$ cat src/rtl/rect_xfer_pkg.sv
package rect_xfer_pkg;
    typedef enum logic [1:0] {
        S_IDLE = 2'd0,
        S_LOW  = 2'd1,
        S_HIGH = 2'd2
    } xfer_state_e;
endpackage

$ cat src/rtl/rect_geom.sv
module rect_geom #(
    parameter int X_BITS = 10,
    parameter int Y_BITS = 9,
    parameter int Y_LSB  = 16
) (
    input  logic [31:0]       pos,
    input  logic [31:0]       size,
    output logic [X_BITS-1:0] x0,
    output logic [Y_BITS-1:0] y0,
    output logic [X_BITS:0]   w,
    output logic [Y_BITS:0]   h
);
    logic [X_BITS-1:0] w_m1;
    logic [Y_BITS-1:0] h_m1;
    logic              unused_bits;

    always_comb begin
        x0   = pos[X_BITS-1:0];
        y0   = pos[Y_LSB +: Y_BITS];
        // a zero field wraps to the full extent
        w_m1 = size[X_BITS-1:0] - 1'b1;
        h_m1 = size[Y_LSB +: Y_BITS] - 1'b1;
        w    = {1'b0, w_m1} + (X_BITS+1)'(1);
        h    = {1'b0, h_m1} + (Y_BITS+1)'(1);
    end

    assign unused_bits = ^{pos, size};
endmodule

$ cat src/rtl/rect_walker.sv
module rect_walker #(
    parameter int X_BITS = 10,
    parameter int Y_BITS = 9
) (
    input  logic              clk,
    input  logic              rst_n,
    input  logic              load,
    input  logic [X_BITS-1:0] x0,
    input  logic [Y_BITS-1:0] y0,
    input  logic [X_BITS:0]   w,
    input  logic [Y_BITS:0]   h,
    input  logic              step,
    output logic [X_BITS-1:0] x,
    output logic [Y_BITS-1:0] y,
    output logic              last
);
    logic [X_BITS-1:0] x0_q, col_q;
    logic [X_BITS:0]   w_q;
    logic [Y_BITS-1:0] row_q;
    logic [Y_BITS:0]   rows_q;
    logic              row_end;

    assign row_end = ({1'b0, col_q} == (w_q - 1'b1));
    assign last    = row_end && (rows_q == (Y_BITS+1)'(1));
    assign x       = x0_q + col_q;
    assign y       = row_q;

    always_ff @(posedge clk or negedge rst_n) begin
        if (!rst_n) begin
            x0_q   <= '0;
            col_q  <= '0;
            w_q    <= (X_BITS+1)'(1);
            row_q  <= '0;
            rows_q <= '0;
        end else if (load) begin
            x0_q   <= x0;
            col_q  <= '0;
            w_q    <= w;
            row_q  <= y0;
            rows_q <= h;
        end else if (step) begin
            if (row_end) begin
                col_q  <= '0;
                row_q  <= row_q + 1'b1;
                rows_q <= rows_q - 1'b1;
            end else begin
                col_q  <= col_q + 1'b1;
            end
        end
    end


    col_in_range_chk: assert property (@(posedge clk) disable iff (!rst_n)
        (rows_q != '0) |-> ({1'b0, col_q} < w_q));


    row_wrap_chk: assert property (@(posedge clk) disable iff (!rst_n)
        (step && !load && row_end && !last) |=> (row_q == $past(row_q) + 1'b1));
endmodule

$ cat src/rtl/pixel_mask.sv
module pixel_mask #(
    parameter int PIX_BITS = 16
) (
    input  logic                we_req,
    input  logic [PIX_BITS-1:0] pix,
    input  logic                force_msb,
    input  logic                keep_set,
    input  logic                dst_msb,
    output logic                we,
    output logic [PIX_BITS-1:0] wdata
);
    always_comb begin
        wdata = pix;
        if (force_msb)
            wdata[PIX_BITS-1] = 1'b1;
        we = we_req && !(keep_set && dst_msb);
    end


    force_msb_chk: assert property (@(posedge we_req)
        force_msb |-> wdata[PIX_BITS-1]);
endmodule

$ cat src/rtl/rect_xfer_engine.sv
module rect_xfer_engine
    import rect_xfer_pkg::*;
#(
    parameter int X_BITS   = 10,
    parameter int Y_BITS   = 9,
    parameter int PIX_BITS = 16
) (
    input  logic                clk,
    input  logic                rst_n,
    input  logic                start,
    input  logic                start_rd,
    input  logic [31:0]         pos_word,
    input  logic [31:0]         size_word,
    input  logic [1:0]          mask_ctl,
    input  logic                beat_valid,
    input  logic [31:0]         beat_data,
    output logic                beat_ready,
    output logic [X_BITS-1:0]   fb_x,
    output logic [Y_BITS-1:0]   fb_y,
    output logic                fb_we,
    output logic                fb_re,
    output logic [PIX_BITS-1:0] fb_wdata,
    input  logic                dst_msb,
    output logic                active,
    output logic                img_ready,
    output logic                wr_done,
    output logic                abort_err
);
    localparam int BEAT_BITS = 2 * PIX_BITS;

    xfer_state_e         state_q, state_d;
    logic [X_BITS-1:0]   g_x0;
    logic [Y_BITS-1:0]   g_y0;
    logic [X_BITS:0]     g_w;
    logic [Y_BITS:0]     g_h;
    logic                last_pix;
    logic                fire;
    logic                is_rd_q;
    logic [PIX_BITS-1:0] hi_q, cur_pix;

    rect_geom #(.X_BITS(X_BITS), .Y_BITS(Y_BITS), .Y_LSB(16)) u_geom (
        .pos(pos_word), .size(size_word),
        .x0(g_x0), .y0(g_y0), .w(g_w), .h(g_h)
    );

    rect_walker #(.X_BITS(X_BITS), .Y_BITS(Y_BITS)) u_walk (
        .clk(clk), .rst_n(rst_n), .load(start),
        .x0(g_x0), .y0(g_y0), .w(g_w), .h(g_h),
        .step(fire), .x(fb_x), .y(fb_y), .last(last_pix)
    );

    pixel_mask #(.PIX_BITS(PIX_BITS)) u_mask (
        .we_req(fire && !is_rd_q), .pix(cur_pix),
        .force_msb(mask_ctl[0]), .keep_set(mask_ctl[1]), .dst_msb(dst_msb),
        .we(fb_we), .wdata(fb_wdata)
    );

    // state register
    always_ff @(posedge clk or negedge rst_n) begin
        if (!rst_n) state_q <= S_IDLE;
        else        state_q <= state_d;
    end

    // next state
    always_comb begin
        state_d = state_q;
        unique case (state_q)
            S_IDLE:  if (start) state_d = S_LOW;
            S_LOW: begin
                if (start)           state_d = S_LOW;
                else if (beat_valid) state_d = last_pix ? S_IDLE : S_HIGH;
            end
            S_HIGH: begin
                if (start) state_d = S_LOW;
                else       state_d = last_pix ? S_IDLE : S_LOW;
            end
            default: state_d = S_IDLE;
        endcase
    end

    // outputs
    always_comb begin
        beat_ready = 1'b0;
        fire       = 1'b0;
        cur_pix    = hi_q;
        unique case (state_q)
            S_IDLE: ;
            S_LOW: begin
                beat_ready = !start;
                fire       = beat_valid && !start;
                cur_pix    = beat_data[PIX_BITS-1:0];
            end
            S_HIGH: fire = !start;
            default: ;
        endcase
        active = (state_q != S_IDLE);
        fb_re  = fire && is_rd_q;
    end

    always_ff @(posedge clk or negedge rst_n) begin
        if (!rst_n) begin
            is_rd_q   <= 1'b0;
            hi_q      <= '0;
            img_ready <= 1'b0;
            wr_done   <= 1'b0;
            abort_err <= 1'b0;
        end else begin
            wr_done   <= fire && last_pix && !is_rd_q;
            abort_err <= start && (state_q != S_IDLE);
            if (state_q == S_LOW && beat_valid)
                hi_q <= beat_data[BEAT_BITS-1:PIX_BITS];
            if (start) begin
                is_rd_q   <= start_rd;
                img_ready <= start_rd;
            end else if (fire && last_pix) begin
                img_ready <= 1'b0;
            end
        end
    end


    rd_wr_excl_chk: assert property (@(posedge clk) disable iff (!rst_n)
        !(fb_we && fb_re));


    img_active_chk: assert property (@(posedge clk) disable iff (!rst_n)
        img_ready |-> active);


    mask_hold_chk: assert property (@(posedge clk) disable iff (!rst_n)
        (mask_ctl[1] && dst_msb) |-> !fb_we);


    done_pulse_chk: assert property (@(posedge clk) disable iff (!rst_n)
        wr_done |=> !wr_done);


    abort_cause_chk: assert property (@(posedge clk) disable iff (!rst_n)
        abort_err |-> $past(start));


    ready_active_chk: assert property (@(posedge clk) disable iff (!rst_n)
        beat_ready |-> active);
endmodule

$ cat config.mk
export PLATFORM = sky130hd
export DESIGN_NAME = rect_xfer_engine
export DESIGN_NICKNAME = d
export VERILOG_FILES = /design/src/rtl/rect_xfer_pkg.sv /design/src/rtl/rect_geom.sv /design/src/rtl/rect_walker.sv /design/src/rtl/pixel_mask.sv /design/src/rtl/rect_xfer_engine.sv
export SDC_FILE = /design/constraint.sdc
export NUM_CORES = 1
export LEC_CHECK = 0
export ABC_CLOCK_PERIOD_IN_PS = 3100
export CAP_MARGIN = 20
export CORE_AREA = 2 2 109 111
export CTS_CLUSTER_SIZE = 16
export DETAILED_ROUTE_END_ITERATION = 6
export DIE_AREA = 0 0 111 113
export PLACE_DENSITY = 0.73
export SYNTH_ARGS = -nofsm -noshare
export SYNTH_HDL_FRONTEND = slang
export SYNTH_SLANG_ARGS = --single-unit
$ cat constraint.sdc
create_clock -name clk -period 3.1 [get_ports clk]
set_input_delay 0.775 -clock clk [delete_from_list [all_inputs] [get_ports clk]]
set_output_delay 0.775 -clock clk [all_outputs]
set_load 0.01 [all_outputs]
==> results by group <==
Run status
  • Outcome: completed

STA
  • Fin crit period: between 2 and 3 ns
  • Finish-stage setup viols: 0
  • Actual slew at the worst max-slew pin: around 0.66 ns
  • Fmax: about 330 MHz
  • RSZ-0062 raised after global routing: yes
  • Hold slack: roughly 0.43 ns
  • Max-Slew Margin vs Limit: 0.5621
  • Pins Over Slew Limit: 0
  • Clk_skew: between 0.009 and 0.01 ns
  • Final WS setup: approximately 0.1 ns
  • Hold Vio Cnt, Final: 0
  • Final period utilization: 0.9677

Detailed routing
  • Number of nets with antenna violations after routing: 0
  • DR vias: 4564
  • Routed wire length: 12330 um
  • Initial DRT Pass Iterations: 4
  • DRC: 0
  • Wire per inst: ~15 um
  • DR vias/cell: around 5.4
  • DRT iter0 DRCs: around 210

Global routing
  • GRT overflow: 0
  • Pin count of the biggest net entering global routing: 62
  • All-Layer GR Usage: 0.1934
  • Initial antenna violation count: 0
  • First-pass GRT wire length: a little over 20000 um
  • Vias in the first global route: approximately 4.5k

Final layout
  • Final core utilization: 0.6148
  • Design Area, Final: 6930 um2
  • # nets final: a little over 800
  • Reg area: roughly 1800 um2
  • Area growth from synthesis to layout: 38.89%
  • Layout cell share with drive strength beyond 1: 0.2026
  • # diodes: 0
  • Multi-input logic area: between 3000 and 4000 um2
  • Filler cell count: between 900 and 1k

Power and ir drop
  • Sw power: about 1.2 mW
  • Pleak: between 2 and 3 nW
  • Cell Int Power: approximately 2.7 mW
  • Reg power frac: 0.322
  • PwrDens: 566.9 nW/um2
  • Clock Power Share: 0.236
  • VDD IR max: roughly 0.43 mV
  • Logic pwr share: 0.441
  • Sw Share: 0.3177

Clock tree
  • Clk buf depth: 2
  • CTS clk-pin slew, worst paths: 0.06 ns
  • CTS buffer count: 9
  • CTS tree: built
  • Clock latency on the worst-skew pair: 0.32 ns
  • Cts hold-fix bufs: 0
  • Root Buffer: clkbuf_16
  • H-tree depth: 3
  • CTS sink cnt: 72

Synth
  • Synthesis-stage register bit count: 72
  • FFs w/ async S/R, synth: 1.000
  • Mapped Area: 4990 um2
  • Main synth FF type: dfrtp_1
  • Sequential-to-total area share from yosys stat: 0.3613
  • Post-Synthesis Cells: 531
  • Avg Inst Size Synth: approximately 9.4 um2
  • Net count after synthesis: 656
  • Most common library cells after synthesis: dfrtp_1, mux2_2, nor2_1, nand2_1, inv_1
  • EDFF count, synth: 0
  • Dominant cell type by area after synthesis: dfrtp_1
  • Post-synth cell types: 60
  • YS warnings: 0
  • Top-area cell type share of the netlist area: 0.3561
  • Top cells by area, synth: dfrtp_1, mux2_2, ha_1, xnor2_1, o21ai_0
  • Most frequent cell after synthesis: dfrtp_1

Setup path
  • CP most frequent cell: buf_4
  • Critical-path cell list: or4_4, nor3_4, mux2_2, nor4_4, buf_4, nand4_4, buf_4, or3_1, a31oi_1
  • Worst path required time: ~3.3 ns
  • Critical path launch point type: flip-flop
  • R2R setup slack: approximately 0.10 ns
  • Worst reg2reg path depth: 9
  • Crit Path Category: flip-flop to flip-flop
  • Delay-heaviest family, CP: simple AND/OR/NAND/NOR gates
  • CP Buf/Inv Count: 2
  • Worst path max stage delay: around 0.60 ns
  • Reg-to-reg endpoint: u_walk.y[2]$_DFFE_PN0P_
  • CP max FO: 7
  • Crit end category: flip-flop
  • Reg-to-Reg Start: u_walk.w_q[1]$_DFFE_PN0P_
  • Slowest-stage cell, CP: or4_4
  • Arrival time at the worst endpoint: roughly 3.2 ns

Floorplanning
  • Die H: roughly 110 um
  • Die area: 12540 um2
  • Initial core utilization: 0.4427
  • Die W: roughly 110 um
  • # IOs: 146
  • Core Region: around 11000 um2
  • Floorplan row count: 39

Place
  • IO buf count: roughly 120
  • Placed cell area: approximately 6600 um2
  • Hpwl dp: a little over 9000 um
  • Place WS: -0.1037 ns
  • Routability Congestion: approximately 0.84

Hold path
  • Hold WC Path Type: input port to async pin

Job
  • Max-cap violations: 0
-- logic make-up (layout without fill, tap and decap cells) --
kind of cell | Yosys count | count (layout) | share of synthesized area
and+or+nand+nor | 182 | 183 | 0.2046
AOI/OAI and AO/OA | 110 | 110 | 0.1442
muxes | 55 | 55 | 0.1229
xor gates and xnor gates | 42 | 42 | 0.07372
buffers and inverters | 49 | 213 | 0.03912
adders and majority gates | 21 | 21 | 0.05416
DFF | 72 | 72 | 0.3613
-- per-layer routing --
metal	vias up	part of all wire	track usage
li1	2266	-	-
met1	2174	0.45	0.2417
met2	115	0.50	0.3530
met3	9	0.044	0.03535
met4	0	0.0056	0.03750
met5	-	0	0
-- how the worst max path moves through the flow --
stage	start	to	depth (start not counted)
floorplan	u_walk.col_q[1]$_DFFE_PN0P_	fb_x[9]	8
global placement	u_walk.col_q[1]$_DFFE_PN0P_	fb_x[9]	9
detailed placement	u_walk.col_q[1]$_DFFE_PN0P_	fb_x[9]	9
CTS	u_walk.col_q[0]$_DFFE_PN0P_	fb_x[8]	11
global route	u_walk.col_q[0]$_DFFE_PN0P_	fb_x[8]	11
finish	u_walk.w_q[1]$_DFFE_PN0P_	u_walk.y[2]$_DFFE_PN0P_	9
-- layout by cell type, fill, tap and decap left out, drive strengths merged, types with 14 or more instances in the layout --
master / Yosys / final
mux2: 50 / 50
clkbuf: 14 / 14
ha: 20 / 20
a21oi: 24 / 24
inv: 30 / 30
clkdlybuf4s50: 0 / 109
xnor2: 28 / 28
nor2: 34 / 34
buf: 5 / 53
o21ai: 29 / 29
dfrtp: 71 / 71
nand2: 33 / 33
nand3: 26 / 26
xor2: 14 / 14
-- sequential cells by signal, indices dropped and copies added (netlist names) --
signal / count
u_walk.rows_q: 10
u_walk.y: 9
hi_q: 16
abort_err: 1
is_rd_q: 1
u_walk.w_q: 11
img_ready: 1
state_q: 2
wr_done: 1
u_walk.col_q: 10
u_walk.x0_q: 10
-- power by group through the flow --
stage	logic [mW]	registers, mW	clock network (mW)
finish	1.73	1.27	0.928
global route	1.89	1.30	0.992
CTS	1.74	1.27	0.954
detailed placement	1.74	1.28	0
global placement	1.69	1.27	0
floorplan	0.976	1.26	0
-- area by class of cell --
cell class                      count  area share
Clock buffer                       13     0.03611
Clock inverter                      3    0.002528
Sequential cell                    72      0.2602
Inverter                           30     0.01625
Multi-Input combinational cell    411      0.4403
Tap cell                          143     0.02582
Timing Repair Buffer              167      0.2188
-- through the flow --
stage                     power (mW)  instances  TNS [ns]
final                          3.929        839         0
after global routing           4.179        839  -0.04968
after CTS                      3.960        832         0
after detailed placement       3.020        816   -0.3909
after global placement         2.965        816   -0.3081
after floorplan                2.238        531         0
-- repair_timing --
item / 4_1_cts / 5_1_grt
endpoints found under the hold margin: 0 / 0
buffers inserted: 0 / 6
setup endpoints to repair: 8 / 13
cloned: 0 / 1
resized for setup: 24 / 10
pin swaps: 1 / 9
Power figures use the tool's default switching activity.
